**src/rtl/flash_prot_pkg.sv**
```systemverilog
// Shared types and window decode for the flash protection sequencer.
// Assumes addresses are flash-region offsets zero-extended to 32 bits.
package flash_prot_pkg;

    typedef enum logic [1:0] {
        RG_OTHER  = 2'd0,
        RG_AUTH   = 2'd1,
        RG_ENABLE = 2'd2,
        RG_CERT   = 2'd3
    } region_t;

    localparam logic [31:0] ENA_LO   = 32'h001C_0000;
    localparam logic [31:0] ENA_HI   = 32'h001F_FFFF;
    localparam logic [31:0] BOOT_LO  = 32'h0020_0000;
    localparam logic [31:0] BOOT_HI  = 32'h0020_FFFF;
    localparam logic [31:0] CERTA_LO = 32'h0021_0000;
    localparam logic [31:0] CERTA_HI = 32'h0021_1FFF;
    localparam logic [31:0] AUTHB_LO = 32'h0021_2000;
    localparam logic [31:0] AUTHB_HI = 32'h0021_7FFF;
    localparam logic [31:0] CERTB_LO = 32'h0021_8000;
    localparam logic [31:0] CERTB_HI = 32'h0021_9FFF;
    localparam logic [31:0] AUTHC_LO = 32'h0021_A000;
    localparam logic [31:0] AUTHC_HI = 32'h0021_FFFF;

    // Inclusive range test.
    function automatic logic in_win(input logic [31:0] a, input logic [31:0] lo,
                                    input logic [31:0] hi);
        return (a >= lo) && (a <= hi);
    endfunction

    // Map an offset onto the window class that governs the sequencer.
    function automatic region_t classify(input logic [31:0] a);
        if (in_win(a, ENA_LO, ENA_HI))
            return RG_ENABLE;
        if (in_win(a, BOOT_LO, BOOT_HI) || in_win(a, AUTHB_LO, AUTHB_HI) ||
            in_win(a, AUTHC_LO, AUTHC_HI))
            return RG_AUTH;
        if (in_win(a, CERTA_LO, CERTA_HI) || in_win(a, CERTB_LO, CERTB_HI))
            return RG_CERT;
        return RG_OTHER;
    endfunction

endpackage

```
**src/rtl/fp_window_decode.sv**
```systemverilog
// Address window decoder.
// Classifies the bus offset into a sequencer region and flags the boot area.
// Purely combinational; assumes ADDR_W <= 32.
module fp_window_decode
    import flash_prot_pkg::*;
#(
    parameter int ADDR_W = 22
) (
    input  logic [ADDR_W-1:0] addr,
    output region_t           region,
    output logic              boot_hit
);

    logic [31:0] addr32;

    // Widen the offset and decode it.
    always_comb begin
        addr32   = 32'(addr);
        region   = classify(addr32);
        boot_hit = in_win(addr32, BOOT_LO, BOOT_HI);
    end

endmodule

```
**src/rtl/fp_seq_core.sv**
```systemverilog
// Authorization counters, protection flag and crash detector.
// Each bus access is applied as one or two byte-lane steps: a word write is
// split into an even-byte step followed by an odd-byte step; every other
// access is a single step. The steps are chained combinationally and the
// result is registered once per cycle. Assumes word accesses are aligned.
module fp_seq_core
    import flash_prot_pkg::*;
#(
    parameter int CNT_W     = 4,
    parameter int CRASH_W   = 3,
    parameter int A_THR     = 3,
    parameter int B_THR     = 7,
    parameter int CRASH_LIM = 4
) (
    input  logic    clk,
    input  logic    rst_n,
    input  logic    acc_valid,
    input  logic    is_write,
    input  logic    is_word,
    input  logic    addr_lsb,
    input  logic    gen_new,
    input  region_t region,
    output logic    prot_on,
    output logic    freeze
);

    localparam int LANES = 2;

    typedef struct packed {
        logic [CNT_W-1:0]   cnt_a;
        logic [CNT_W-1:0]   cnt_b;
        logic [CRASH_W-1:0] crash;
        logic               prot;
        logic               frz;
    } seq_state_t;

    // Saturating add for the authorization counters.
    function automatic logic [CNT_W-1:0] add_cnt(input logic [CNT_W-1:0] v,
                                                  input logic [1:0] inc);
        logic [CNT_W:0] sum;
        sum = {1'b0, v} + (CNT_W+1)'(inc);
        return sum[CNT_W] ? {CNT_W{1'b1}} : sum[CNT_W-1:0];
    endfunction

    // Saturating increment for the crash counter.
    function automatic logic [CRASH_W-1:0] add_crash(input logic [CRASH_W-1:0] v);
        return (&v) ? v : v + 1'b1;
    endfunction

    // One byte-lane step of the sequencer.
    function automatic seq_state_t step(input seq_state_t s, input region_t rg,
                                        input logic rd, input logic even,
                                        input logic [1:0] inc, input logic newgen);
        seq_state_t n;
        n = s;
        case (rg)
            RG_AUTH: begin
                if (even) begin
                    if (newgen) n.cnt_b = add_cnt(s.cnt_b, 2'd1);
                    else        n.cnt_a = add_cnt(s.cnt_a, 2'd1);
                end
            end
            RG_ENABLE: begin
                n.cnt_b = add_cnt(s.cnt_b, inc);
                if ((s.cnt_a >= CNT_W'(A_THR)) || (n.cnt_b >= CNT_W'(B_THR))) begin
                    n.prot  = rd;
                    n.cnt_a = '0;
                    n.cnt_b = '0;
                end else if (!newgen) begin
                    if (even) n.crash = add_crash(s.crash);
                    if (n.crash >= CRASH_W'(CRASH_LIM)) begin
                        n.frz   = 1'b1;
                        n.cnt_a = '0;
                        n.cnt_b = '0;
                        n.crash = '0;
                    end
                end
            end
            RG_CERT: ;
            default: begin
                n.cnt_a = '0;
                n.cnt_b = '0;
                n.crash = '0;
            end
        endcase
        return n;
    endfunction

    seq_state_t state_q;
    seq_state_t chain [0:LANES];
    logic [1:0] step_inc;

    assign chain[0]  = state_q;
    // A word read advances counter B by two in a single step.
    assign step_inc  = (is_word && !is_write) ? 2'd2 : 2'd1;

    for (genvar g = 0; g < LANES; g++) begin : g_lane
        logic lane_act;
        logic lane_even;
        // Lane 0 carries every access; lane 1 only the odd byte of a word write.
        assign lane_act  = acc_valid && ((g == 0) || (is_write && is_word));
        assign lane_even = (g == 0) ? !addr_lsb : 1'b0;
        assign chain[g+1] = lane_act
                          ? step(chain[g], region, !is_write, lane_even, step_inc, gen_new)
                          : chain[g];
    end

    // Register the result of the lane chain.
    always_ff @(posedge clk) begin
        if (!rst_n) state_q <= '0;
        else        state_q <= chain[LANES];
    end

    assign prot_on = state_q.prot;
    assign freeze  = state_q.frz;

endmodule

```
**src/rtl/fp_bus_override.sv**
```systemverilog
// Same-cycle datapath controls: read-data override for protected certificate
// reads and write inhibit for the boot area. Combinational only.
module fp_bus_override
    import flash_prot_pkg::*;
#(
    parameter logic [7:0] FILL_BYTE = 8'h14
) (
    input  logic        acc_valid,
    input  logic        is_write,
    input  region_t     region,
    input  logic        boot_hit,
    input  logic        prot_on,
    output logic        ovr_valid,
    output logic [15:0] ovr_data,
    output logic        wr_inhibit
);

    // Decide override and inhibit for the access now on the bus.
    always_comb begin
        ovr_valid  = acc_valid && !is_write && prot_on && (region == RG_CERT);
        ovr_data   = {2{FILL_BYTE}};
        wr_inhibit = acc_valid && is_write && boot_hit;
    end

endmodule

```
**src/rtl/flash_prot_seq.sv**
```systemverilog
// Flash protection unlock sequencer, top level.
// Snoops CPU accesses to the flash region, keeps the protection flag,
// overrides protected certificate reads, blocks boot-area writes and raises
// a sticky CPU freeze on the older generation. Synchronous active-low reset.
module flash_prot_seq
    import flash_prot_pkg::*;
#(
    parameter int         ADDR_W    = 22,
    parameter int         CNT_W     = 4,
    parameter int         CRASH_W   = 3,
    parameter int         A_THR     = 3,
    parameter int         B_THR     = 7,
    parameter int         CRASH_LIM = 4,
    parameter logic [7:0] FILL_BYTE = 8'h14
) (
    input  logic              clk,
    input  logic              rst_n,
    input  logic              bus_valid,
    input  logic              bus_write,
    input  logic              bus_word,
    input  logic [ADDR_W-1:0] bus_addr,
    input  logic              gen_new,
    output logic              ovr_valid,
    output logic [15:0]       ovr_data,
    output logic              wr_inhibit,
    output logic              prot_on,
    output logic              cpu_freeze
);

    region_t region;
    logic    boot_hit;

    fp_window_decode #(.ADDR_W(ADDR_W)) u_dec (
        .addr     (bus_addr),
        .region   (region),
        .boot_hit (boot_hit)
    );

    fp_seq_core #(
        .CNT_W     (CNT_W),
        .CRASH_W   (CRASH_W),
        .A_THR     (A_THR),
        .B_THR     (B_THR),
        .CRASH_LIM (CRASH_LIM)
    ) u_core (
        .clk       (clk),
        .rst_n     (rst_n),
        .acc_valid (bus_valid),
        .is_write  (bus_write),
        .is_word   (bus_word),
        .addr_lsb  (bus_addr[0]),
        .gen_new   (gen_new),
        .region    (region),
        .prot_on   (prot_on),
        .freeze    (cpu_freeze)
    );

    fp_bus_override #(.FILL_BYTE(FILL_BYTE)) u_ovr (
        .acc_valid  (bus_valid),
        .is_write   (bus_write),
        .region     (region),
        .boot_hit   (boot_hit),
        .prot_on    (prot_on),
        .ovr_valid  (ovr_valid),
        .ovr_data   (ovr_data),
        .wr_inhibit (wr_inhibit)
    );

endmodule

```
**config.mk**
```make
export PLATFORM = sky130hd
export DESIGN_NAME = flash_prot_seq
export DESIGN_NICKNAME = d
export VERILOG_FILES = /design/src/rtl/flash_prot_pkg.sv /design/src/rtl/fp_window_decode.sv /design/src/rtl/fp_seq_core.sv /design/src/rtl/fp_bus_override.sv /design/src/rtl/flash_prot_seq.sv
export SDC_FILE = /design/constraint.sdc
export NUM_CORES = 1
export LEC_CHECK = 0
export ABC_AREA = 1
export BUFFER_PORTS_ARGS = -buffer_cell sky130_fd_sc_hd__buf_2
export CAP_MARGIN = 10
export CORE_MARGIN = 2
export CORE_UTILIZATION = 45
export DETAILED_ROUTE_END_ITERATION = 8
export GPL_TIMING_DRIVEN = 0
export PLACE_DENSITY = 0.74
export SYNTH_ARGS = -nofsm -noshare
export SYNTH_HDL_FRONTEND = slang
export SYNTH_SLANG_ARGS = --single-unit
```
**constraint.sdc**
```tcl
create_clock -name clk -period 4.6 [get_ports clk]
set_clock_uncertainty 0.15 [all_clocks]
set_input_delay 0.69 -clock clk [delete_from_list [all_inputs] [get_ports clk]]
set_output_delay 0.69 -clock clk [all_outputs]
set_load 0.01 [all_outputs]
```
; Word level (Yosys, flattened, before mapping)
; Index checks and enable logic that the tools add are counted.
[word_totals]
ff_bits = 13
output_inout_bits = 20
word_cells = 105
input_bits = 28
[classes]
n_mux = 52
reduce_logical = 22
n_eq_ne = 3
add_sub_neg = 5
magnitude_cmp = 18
[op_table]
columns = cell, n
row1 = greater-or-equal comparator 22 bit (second input constant), 5
row2 = <= comparator 22 bit (second input constant), 5
row3 = 2-to-1 mux 11 bit, 4
row4 = 2-to-1 mux 3 bit, 10
row5 = 2-to-1 mux 13 bit, 2
row6 = 2-to-1 mux 4 bit, 6
row7 = 2-to-1 mux 8 bit, 3
row8 = one-hot mux 8 bit (3 select lines), 1
row9 = greater-or-equal comparator 22 x 21 -> 1 bit (second input constant), 1
row10 = <= comparator 22 x 21 -> 1 bit (second input constant), 1
row11 = 2-to-1 mux 2 bit, 9
row12 = one-hot mux 8 bit (2 select lines), 1
row13 = logical AND 1 bit, 14
row14 = 2-to-1 mux 1 bit, 14
row15 = one-hot mux 3 bit (2 select lines), 2
row16 = adder 4 x 1 -> 5 bit (second input constant), 2
row17 = adder 4 x 2 -> 5 bit, 2
row18 = greater-or-equal comparator 4 x 2 -> 1 bit (second input constant), 2
row19 = greater-or-equal comparator 4 x 3 -> 1 bit (second input constant), 2
row20 = greater-or-equal comparator 3 bit (second input constant), 2
row21 = logical OR 1 bit, 5
row22 = == test 2 bit (second input constant), 2
row23 = adder 3 x 1 -> 3 bit (second input constant), 1
row24 = AND reduction 3 bit, 1
row25 = 3 further kinds, 3

; Logic depth before layout (Yosys ltp)
; Gate-level depths: netlist of the first run.
[logic_depth]
depth_word = 31
mapped_depth = 28
ltp_nobuf = 28

; Hierarchy
; From an unflattened synthesis of the first run, not the netlist that was laid out.
[unflattened]
hier_cells = 319
area_unflattened_um2 = 1811.7
[modules_own_cells]
columns = mod, area_per_inst_um2, seq_area_each_um2, cells_per_inst, n_inst
row1 = fp_seq_core, 1418.9, 260.2, 241, 1
row2 = fp_window_decode, 237.7, 0.0, 53, 1
row3 = fp_bus_override, 155.1, 0.0, 25, 1

; Worst setup path after synthesis of the first run
; No wires, ideal clock.
[synth_path]
path_kind = input to register
startpoint = input port bus_word
endpoint = register u_core.state_q (netlist bit u_core.prot_on)
path_stages = 24
path_slack_ns = 0.662
setup_ns = 0.114
arrival_ns = 3.674
cell_sequence = inv_1 > nor2_1 > inv_1 > ha_1 > inv_1 > fa_1 > o21ai_1 > nand2_1 > nand3_2 > inv_1 > o21ai_0 > nand4_1 > o21ai_0 > inv_1 > ha_1 > fa_1 > nand3_2 > nor2_1 > nor2_2 > nand3_2 > nand2_2 > inv_2 > o211ai_2 > inv_1
[synth_via]
elab_chain_cells = 16
elab_cells_between_ends = 23
cone_classes = add/sub: 2 / order compare: 3 / mux: 13 / reduce/logical: 5
[synth_lines]
columns = element, line
row1 = start: declaration, flash_prot_seq.sv:20  ; input logic bus_word,
row2 = logical AND 1 bit, fp_seq_core.sv:95  ; assign step_inc = (is_word && !is_write) ? 2'd2 : 2'd1;
row3 = 2-to-1 mux 2 bit, fp_seq_core.sv:95
row4 = adder 4 x 2 -> 5 bit, fp_seq_core.sv:41  ; sum = {1'b0, v} + (CNT_W+1)'(inc);
row5 = 2-to-1 mux 4 bit, fp_seq_core.sv:42  ; return sum[CNT_W] ? {CNT_W{1'b1}} : sum[CNT_W-1:0];
row6 = greater-or-equal comparator 4 x 3 -> 1 bit or 2-to-1 mux 11 bit (tied branches), "fp_seq_core.sv:65, fp_seq_core.sv:71"
row7 = logical OR 1 bit or 2-to-1 mux 11 bit (tied branches), "fp_seq_core.sv:65, fp_seq_core.sv:69"
row8 = 2-to-1 mux 8 bit, fp_seq_core.sv:65  ; if ((s.cnt_a >= CNT_W'(A_THR)) || (n.cnt_b >= CNT_W'(B_THR))) begin
row9 = one-hot mux 8 bit (3 select lines), fp_seq_core.sv:56  ; case (rg)
row10 = 2-to-1 mux 13 bit, fp_seq_core.sv:104  ; ? step(chain[g], region, !is_write, lane_even, step_inc, gen_new)
row11 = adder 4 x 2 -> 5 bit, fp_seq_core.sv:41
row12 = 2-to-1 mux 4 bit, fp_seq_core.sv:42
row13 = greater-or-equal comparator 4 x 3 -> 1 bit, fp_seq_core.sv:65
row14 = logical OR 1 bit, fp_seq_core.sv:65
row15 = 2-to-1 mux 1 bit, fp_seq_core.sv:65
row16 = 2-to-1 mux 2 bit, fp_seq_core.sv:56
row17 = 2-to-1 mux 13 bit (*), fp_seq_core.sv:104
row18 = end signal: assignment, fp_seq_core.sv:111  ; else state_q <= chain[LANES];
row19 = end: declaration, fp_seq_core.sv:89  ; seq_state_t state_q;
; Every way passes the cells marked *; elsewhere a longest branch is shown, timed or not.
; A chain may end at the register's enable or synchronous reset.

; Final worst setup path of the first run
[layout_path]
startpoint = input port bus_write
endpoint = register u_core.state_q (netlist bit u_core.prot_on)
[layout_via]
elab_chain_cells = 17
elab_cells_between_ends = 24
cone_classes = add/sub: 2 / order compare: 3 / mux: 13 / reduce/logical: 6
[layout_lines]
columns = element, line
row1 = start: declaration, flash_prot_seq.sv:19  ; input logic bus_write,
row2 = zero test 1 bit, "fp_seq_core.sv:95, fp_seq_core.sv:104"
row3 = logical AND 1 bit, fp_seq_core.sv:95
row4 = 2-to-1 mux 2 bit, fp_seq_core.sv:95
row5 = adder 4 x 2 -> 5 bit, fp_seq_core.sv:41
row6 = 2-to-1 mux 4 bit, fp_seq_core.sv:42
row7 = greater-or-equal comparator 4 x 3 -> 1 bit or 2-to-1 mux 11 bit (tied branches), "fp_seq_core.sv:65, fp_seq_core.sv:71"
row8 = logical OR 1 bit or 2-to-1 mux 11 bit (tied branches), "fp_seq_core.sv:65, fp_seq_core.sv:69"
row9 = 2-to-1 mux 8 bit, fp_seq_core.sv:65
row10 = one-hot mux 8 bit (3 select lines), fp_seq_core.sv:56
row11 = 2-to-1 mux 13 bit, fp_seq_core.sv:104
row12 = adder 4 x 2 -> 5 bit, fp_seq_core.sv:41
row13 = 2-to-1 mux 4 bit, fp_seq_core.sv:42
row14 = greater-or-equal comparator 4 x 3 -> 1 bit, fp_seq_core.sv:65
row15 = logical OR 1 bit, fp_seq_core.sv:65
row16 = 2-to-1 mux 1 bit, fp_seq_core.sv:65
row17 = 2-to-1 mux 2 bit, fp_seq_core.sv:56
row18 = 2-to-1 mux 13 bit (*), fp_seq_core.sv:104
; Marks and branches as above.

==> impl_metrics.yaml, run 1 <==
synthesis:
  synth-seq-area-share_pct: 13.6
  netlist_top_cells_area: "dfxtp_1 14%, nand2_1 13%, inv_1 8.9%"
  yosysWarningCount: 0
  netlist.area_leader.share_pct: 13.6
  syn_area_sq_um: 1910
  ys_seq_elements: 13
  synth_edf_count: 0
  syn_avg_cell_area_sq_um: 6.08
  async_flop_share_pct: 0
  synth_top_cell_by_area: "dfxtp_1"
  netlist_instances: 314
  synth_flop_cell: "dfxtp_1"
  yosysUniqueCellTypes: 42
timing:
  grt_setup_unrepaired: "no"
  min_period_ns: 4.13
  finalMaxSlewViolations: 0
  fmax_ghz: 0.242
  fin_setup_tns_ns: 0
  hold_slack_ns: 0.393
  hold_viol_final: 0
  post-route-period-util_pct: 89.7
  setup_violations: 0
global_routing:
  grt_start_max_net_pins: 11
  grt_pass1_wl_mm: 7.22
  gr-total-overflow: 0
  antenna_found_initial: 0
  grt_pass1_vias: 1680
  grt_usage_pct: 17.9
cts:
  cts_root_buffer: "clkbuf_8"
  path_clk_slew_ns: 0.07
  ctsHoldBuffers: 0
  cts_tree: "done"
  cts-buffers-inserted: 3
  clockBufferDepth: 2
  cts.sinks: 13
  htree_levels: 1
  cts_setup_buffers: 0
  clock_latency_ns: 0.25
  cts_resized: 0
hold_path:
  min_to: "u_core.chain[37]"
  hold_class: "reg -> reg"
  hold_depth: 2
  hold_start: "u_core.chain[37]"
critical_path:
  cpMostUsedCell: "inv_1"
  reg2reg_slack_ns: 0.91
  crit_arrival_ns: 4.13
  worstPathRequired_ns: 4.60
  end_kind: "flop"
  slowest_stage: "fa_1"
  critPathBufInv: 7
  r2r-end: "u_core.prot_on"
  cp_max_fo: 4
  timing.rr.start: "u_core.chain[31]"
  crit_family: "adder cells"
  reg2reg_depth: 21
  crit_path_max_incr_delay_ns: 0.43
  cp-start-kind: "input port"
  path_class: "in -> reg"
  worstPathCellList: "buf_2, nor2_1, inv_1, ha_1, inv_1, fa_1, o21ai_1, nand2_1, nand3_2, inv_1, o21ai_0, nand4_1, o21ai_0, inv_1, ha_1, fa_1, nand3_2, nor2_1, nor2_2, nand3_2, nand2_2, inv_2, o211ai_2, inv_1"
placed_design:
  io_buffers: 18
  place_inst: 396
  place_congestion: 0.855
  post-dp-hpwl_mm: 3.49
final_layout:
  area_growth_pct: 13.2
  layout_commonest_cell: "nand2_1"
  final_layout_size_suffix_gt1_share_pct: 26.0
  n_antenna_cell: 0
  nNetsFinal: 388
  layout_common_cells: "68 x nand2_1, 45 x inv_1, 34 x nor2_1"
  fill_cells: 421
  final_cells: 400
  final_util_pct: 53.6
drt:
  vias_per_cell: 4.91
  drtAntennaViolNets: 0
  drc: 0
  drtPass1Iterations: 4
  wl_mm: 4.26
  wl_per_cell_microns: 10.6
  num_vias: 1963
  drtIter0Drc: 68
floorplan:
  die_h_microns: 69.1
  fp.dieArea_sq_um: 4780
  start_util_pct: 47.4
  core_sq_um: 4030
  die_x_microns: 69.1
  ios: 48
  row_count: 23
flow_run:
  maxCapViolations: 0
power:
  p_leak_nw: 1.10
  peakVddDrop_uv: 137
  power_density_nw_per_um2: 171
  report.power.total_w: 0.000369
run_status:
  status: "finished, final reports clean"
## how the worst max path moves through the flow
stage	startpoint	to	slack [ns]	depth (start not counted)
floorplan	bus_word	u_core.prot_on	0.66	24
global placement	bus_write	u_core.prot_on	0.25	24
detailed placement	bus_write	u_core.prot_on	0.18	24
CTS	bus_write	u_core.prot_on	0.45	24
global route	bus_write	u_core.prot_on	0.12	24
finish	bus_write	u_core.prot_on	0.47	24
## logic make-up after synthesis
kind of cell / synth area share, %
fa+ha+maj: 6.69
simple gates: 42.7
flops: 13.6
xor+xnor: 0.459
buf+inv: 18.8
compound gates: 17.3
other cells: 0.394
## registers in the layout, summed over array words and instances (netlist names)
name,count
u_core.prot_on,1
u_core.chain,11
u_core.freeze,1
## where the power goes
| part | switching (W) | internal, W |
|---|---|---|
| Clock | 0.0000480 | 0.0000600 |
| Sequential | 0.00000269 | 0.000115 |
| Combinational | 0.0000909 | 0.0000517 |
## cell type report
class	count	area, sq um	share of cell area, %
Sequential cell	13	260	12.1
Clock inverter	1	5.00	0.232
Timing Repair Buffer	18	90.1	4.17
Inverter	56	213	9.85
Multi-Input combinational cell	239	1340	62.1
Buffer	20	146	6.78
Clock buffer	3	41.3	1.91
Tap cell	50	62.6	2.90
## layer usage
layer	wire [microns]	track usage, %	vias up	part of all wire [%]
li1	-	-	1042	-
met1	1970	24.4	857	46
met2	2030	30.1	60	48
met3	214	1.46	4	5.0
met4	46	5.01	0	1.1
met5	0	0	-	0
## cells in the mapped netlist (2+ instances only)
master and count:
nor2_4 3, clkinv_1 2, dfxtp_1 13, inv_2 8, ha_1 7, nand4_1 4, nor2_1 34, nand3_2 7
o2111ai_1 2, a21oi_1 12, fa_1 2, nor3_1 2, o22ai_1 2, nor2_2 7, nand2_2 12, inv_1 45
o21ai_0 16, conb_1 2, nand2_1 68, o21ai_1 3, buf_4 19, o21ai_2 3, nand3_1 22
## through the flow
stage | worst slack, ns | instance area, sq um
after floorplan | 0.662 | 1960
after global placement | 0.246 | 2110
after detailed placement | 0.182 | 2110
after CTS | 0.454 | 2160
after global routing | 0.117 | 2160
final | 0.472 | 2160
## tightest hold or removal path: stages (launching register included)
cell     delay [ns]
dfxtp_1        0.34
nand2_1        0.09
a21oi_1        0.06
No activity file was read; power rests on OpenSTA's default activity.
==> inputs of run 2 (changes only) <==
--- a/config.mk
+++ b/config.mk
@@ -12,7 +12,7 @@
 export CORE_UTILIZATION = 45
 export DETAILED_ROUTE_END_ITERATION = 8
 export GPL_TIMING_DRIVEN = 0
-export PLACE_DENSITY = 0.74
+export PLACE_DENSITY = 0.69
 export SYNTH_ARGS = -nofsm -noshare
 export SYNTH_HDL_FRONTEND = slang
 export SYNTH_SLANG_ARGS = --single-unit
==> run 2 against run 1 <==
Sequential power about the same. Final cell count is the same. Fmax down 1.5%. Wire length decreased by 1.2%. Via count decreased by 1.6%. Critical path depth unchanged. Utilization hardly changed. Combinational power about the same. First-iteration DRC count increased by 7.4%. Highest routed layer unchanged.
==> impl_metrics.yaml, run 2 (synthesis results as in run 1) <==
final_layout:
  fill_cells: 438
  layout_commonest_cell: "nand2_1"
  area_growth_pct: 13.1
  largest_register_ffs: 11
  seq_area_sq_um: 260
  multi_input_area_sq_um: 1340
  n_antenna_cell: 0
  nNetsFinal: 388
  final_layout_size_suffix_gt1_share_pct: 25.7
  layout_common_cells: "68 x nand2_1, 45 x inv_1, 34 x nor2_1"
  final_cells: 400
critical_path:
  crit_family: "adder cells"
  crit_arrival_ns: 4.19
  worstPathCellList: "buf_2, nor2_1, inv_1, ha_1, inv_1, fa_1, o21ai_1, nand2_1, nand3_2, inv_1, o21ai_0, nand4_1, o21ai_0, inv_1, ha_1, fa_1, nand3_2, nor2_1, nor2_2, nand3_2, nand2_2, inv_2, o211ai_2, inv_1"
  crit_path_start: "bus_write"
  worstPathRequired_ns: 4.60
  cp_max_fo: 4
  critPathBufInv: 7
  timing.rr.start: "u_core.chain[31]"
  cpMostUsedCell: "inv_1"
  crit_path_max_incr_delay_ns: 0.44
  cp-start-kind: "input port"
  path_class: "in -> reg"
  end_kind: "flop"
  slowest_stage: "fa_1"
placed_design:
  io_buffers: 18
  place_congestion: 0.880
  place_inst: 396
  post-dp-hpwl_mm: 3.46
cts:
  htree_levels: 1
  clock_latency_ns: 0.25
  path_clk_slew_ns: 0.06
  clockBufferDepth: 2
  cts_tree: "done"
  cts_setup_buffers: 0
  cts_root_buffer: "clkbuf_8"
  cts-buffers-inserted: 3
  cts_resized: 0
  cts.sinks: 13
  ctsHoldBuffers: 0
hold_path:
  hold_start: "u_core.chain[38]"
  hold_class: "reg -> reg"
floorplan:
  core_sq_um: 4030
  die_x_microns: 69.1
  row_count: 23
  fp.dieArea_sq_um: 4780
  die_h_microns: 69.1
  start_util_pct: 47.4
  ios: 48
drt:
  drtAntennaViolNets: 0
  wl_per_cell_microns: 10.5
  drtIter0Drc: 73
  drtPass1Iterations: 4
  num_vias: 1932
  wl_mm: 4.20
  drc: 0
  vias_per_cell: 4.83
power:
  power_density_nw_per_um2: 172
  p_leak_nw: 1.10
  peakVddDrop_uv: 148
global_routing:
  antenna_found_initial: 0
  grt_pass1_vias: 1708
  grt_start_max_net_pins: 11
  grt_usage_pct: 18.4
  gr-total-overflow: 0
  grt_pass1_wl_mm: 7.42
timing:
  setup_violations: 0
  grt_setup_unrepaired: "no"
  fin_setup_tns_ns: 0
  min_period_ns: 4.19
  post-route-period-util_pct: 91.1
  fmax_ghz: 0.239
  hold_viol_final: 0
  finalMaxSlewViolations: 0
flow_run:
  maxCapViolations: 0
run_status:
  status: "finished, final reports clean"
-- run 2: path summary, 6_finish.rpt --
check	to	slack (ns)	cells past startpoint
max	u_core.prot_on	0.41	24
max reg2reg	u_core.prot_on	0.78	21
min	u_core.chain[38]	0.38	2
min reg2reg	u_core.chain[38]	0.38	2
-- run 2: layer usage --
metal,share of wire (%),track usage (%),up-vias
met5,0,0,-
met4,0.86,4.58,0
met3,4.6,2.19,5
met2,47,30.6,43
met1,47,25.4,843
li1,-,-,1041
-- run 2: final cells by class --
| type | instances | share of cell area [%] |
|---|---|---|
| tap | 50 | 2.90 |
| timing repair buffer | 18 | 4.17 |
| sequential | 13 | 12.1 |
| inverter | 56 | 9.86 |
| multi-input combinational | 239 | 62.1 |
| clock buffer | 4 | 2.09 |
| buffer | 20 | 6.78 |
-- run 2: metrics by stage --
stage / hold WS, ns / power (W) / worst slack (ns) / instance area (sq um) / utilization, %
final: 0.384 / 0.000370 / 0.408 / 2160 / 53.6
after global routing: 0.419 / 0.000396 / 0.0433 / 2160 / 53.6
after CTS: 0.384 / 0.000373 / 0.416 / 2160 / 53.6
after detailed placement: 0.374 / 0.000262 / 0.156 / 2110 / 52.5
after global placement: 0.376 / 0.000260 / 0.194 / 2110 / 52.5
after floorplan: 0.352 / 0.000230 / 0.662 / 1960 / -
-- run 2: report_power, final --
part | internal, W | total (W) | switching [W] | leakage, nW
Clock | 0.0000615 | 0.000110 | 0.0000485 | 0.0228
Sequential | 0.000115 | 0.000118 | 0.00000282 | 0.105
Combinational | 0.0000517 | 0.000142 | 0.0000907 | 0.973
Total | 0.000228 | 0.000370 | 0.000142 | 1.10
-- run 2: worst min-delay path: cells and delay by family, from the launching register on --
kind / cells / cell delay, ns
compound gates: 1 / 0.06
flops: 1 / 0.34
simple gates: 1 / 0.09
==> inputs of run 3 (changes only) <==
--- a/config.mk
+++ b/config.mk
@@ -12,7 +12,8 @@
 export CORE_UTILIZATION = 45
 export DETAILED_ROUTE_END_ITERATION = 8
 export GPL_TIMING_DRIVEN = 0
-export PLACE_DENSITY = 0.69
+export PLACE_DENSITY = 0.65
+export SKIP_LAST_GASP = 1
 export SYNTH_ARGS = -nofsm -noshare
 export SYNTH_HDL_FRONTEND = slang
 export SYNTH_SLANG_ARGS = --single-unit
==> run 3 against run 2 <==
Highest routed layer unchanged. Critical path depth stayed put. Count of clock-buffer cells in the layout is 1 lower. Critical endpoint is now u_core.chain[35]. Fmax is 0.36% higher. Utilization hardly changed. First-iteration DRC count is 16% lower. Sequential share of layout area hardly changed. Final cell count stayed put.
==> impl_metrics.yaml, run 3 (synthesis results as in run 1) <==
placed_design:
  place_congestion: 0.859
  io_buffers: 18
  post-dp-hpwl_mm: 3.45
hold_path:
  hold_class: "reg -> reg"
  hold_depth: 2
  hold_start: "u_core.chain[38]"
  min_to: "u_core.chain[38]"
final_layout:
  final_layout_size_suffix_gt1_share_pct: 26.0
  layout_common_cells: "68 x nand2_1, 45 x inv_1, 34 x nor2_1"
  largest_register_ffs: 11
  area_growth_pct: 13.2
  nNetsFinal: 388
  fill_cells: 439
  layout_commonest_cell: "nand2_1"
  n_antenna_cell: 0
global_routing:
  met3_usage_pct: 2.34
  antenna_found_initial: 0
  gr-total-overflow: 0
  grt_pass1_wl_mm: 7.61
  grt_start_max_net_pins: 11
  grt_pass1_vias: 1820
  grtUsageMet1_pct: 25.2
  grt_util_met2_pct: 31.6
  grt_usage_pct: 18.7
  globalRoute.busiestLayer: "met2"
drt:
  wl_mm: 4.12
  drtAntennaViolNets: 0
  drc: 0
  wl_per_cell_microns: 10.3
  drtPass1Iterations: 4
  vias_per_cell: 4.75
  num_vias: 1901
  drtIter0Drc: 61
timing:
  post-route-period-util_pct: 90.8
  hold_viol_final: 0
  fmax_ghz: 0.239
  fin_setup_tns_ns: 0
  min_period_ns: 4.18
  grt_setup_unrepaired: "no"
  setup_violations: 0
  finalMaxSlewViolations: 0
critical_path:
  end_kind: "flop"
  reg2reg_slack_ns: 0.84
  cp_max_fo: 4
  timing.rr.start: "u_core.chain[31]"
  cp-start-kind: "input port"
  slowest_stage: "fa_1"
  worstPathCellList: "buf_2, nor2_1, inv_1, ha_1, inv_1, fa_1, o21ai_1, nand2_1, nand3_2, inv_1, o21ai_0, nand4_1, o21ai_0, inv_1, ha_1, fa_1, nand3_2, nor2_1, nor2_2, nand3_2, nand2_2, o21ai_2, nand2_1, nor2_1"
  crit_arrival_ns: 4.17
  crit_family: "adder cells"
  worstPathRequired_ns: 4.60
  crit_path_max_incr_delay_ns: 0.44
  cpMostUsedCell: "inv_1"
  r2r-end: "u_core.chain[35]"
  reg2reg_depth: 21
  critPathBufInv: 5
  path_class: "in -> reg"
power:
  p_sw_share_pct: 38.6
  power_density_nw_per_um2: 171
  seq_power_share_pct: 31.8
  peakVddDrop_uv: 151
  intPower_w: 0.000227
  pwr-share-comb_pct: 38.1
  p_leak_nw: 1.10
  report.power.total_w: 0.000370
  clockPowerShare_pct: 30.0
  p_switching_w: 0.000143
floorplan:
  core_sq_um: 4030
  die_h_microns: 69.1
  row_count: 23
  ios: 48
  fp.dieArea_sq_um: 4780
  die_x_microns: 69.1
  start_util_pct: 47.4
cts:
  cts.sinks: 13
  cts_tree: "done"
  path_clk_slew_ns: 0.07
  cts_root_buffer: "clkbuf_8"
  clockBufferDepth: 2
  ctsHoldBuffers: 0
  htree_levels: 1
  cts-buffers-inserted: 3
  cts_resized: 0
  cts_setup_buffers: 0
  clock_latency_ns: 0.25
flow_run:
  maxCapViolations: 0
run_status:
  status: "finished, final reports clean"
==> run 3: final cells by class <==
class	count	area [sq um]	share of cell area (%)
clock buffer	3	41.3	1.91
sequential	13	260	12.1
clock inverter	1	5.00	0.232
inverter	56	213	9.85
timing repair buffer	18	90.1	4.17
tap	50	62.6	2.90
buffer	20	146	6.78
multi-input combinational	239	1340	62.1
==> run 3: layer usage <==
layer	vias to the layer above	share of wire (%)
met4	0	1.1
met5	-	0
met2	35	46
met1	821	49
li1	1041	-
met3	4	3.6
==> run 3: power by group through the flow <==
stage	Sequential, W	Clock (W)	Combinational (W)
6_report	0.000118	0.000111	0.000141
5_1_grt	0.000118	0.000116	0.000162
4_1_cts	0.000118	0.000112	0.000142
3_5_place_dp	0.000120	0	0.000141
3_3_place_gp	0.000120	0	0.000140
2_1_floorplan	0.000120	0	0.000110
==> run 3: worst max path at each step <==
stage	startpoint	endpoint	depth (start not counted)
6_report	bus_write	u_core.chain[35]	24
5_1_grt	bus_write	u_core.chain[29]	25
4_1_cts	bus_write	u_core.chain[28]	25
3_5_place_dp	bus_write	u_core.chain[28]	25
3_3_place_gp	bus_write	u_core.prot_on	24
2_1_floorplan	bus_word	u_core.prot_on	24
==> run 3: worst reg2reg max path: cells and delay by family, from the launching register on <==
family / cells / cell delay (ns)
flip-flops: 1 / 0.44
buffers and inverters: 3 / 0.23
AND/OR/NAND/NOR: 10 / 1.03
adder cells (fa/ha/maj): 4 / 1.32
AO/OA/AOI/OAI: 4 / 0.50
==> run 3: stage by stage <==
stage          hold slack (ns)  utilization, %  area [sq um]  worst slack (ns)  cells
5_1_grt                  0.441            53.6          2160           0.00480    400
4_1_cts                  0.395            53.6          2160             0.386    400
3_3_place_gp             0.379            52.5          2110             0.186    396
6_report                 0.395            53.6          2160             0.423    400
2_1_floorplan            0.352               -          1960             0.662    328
3_5_place_dp             0.386            52.5          2110             0.126    396
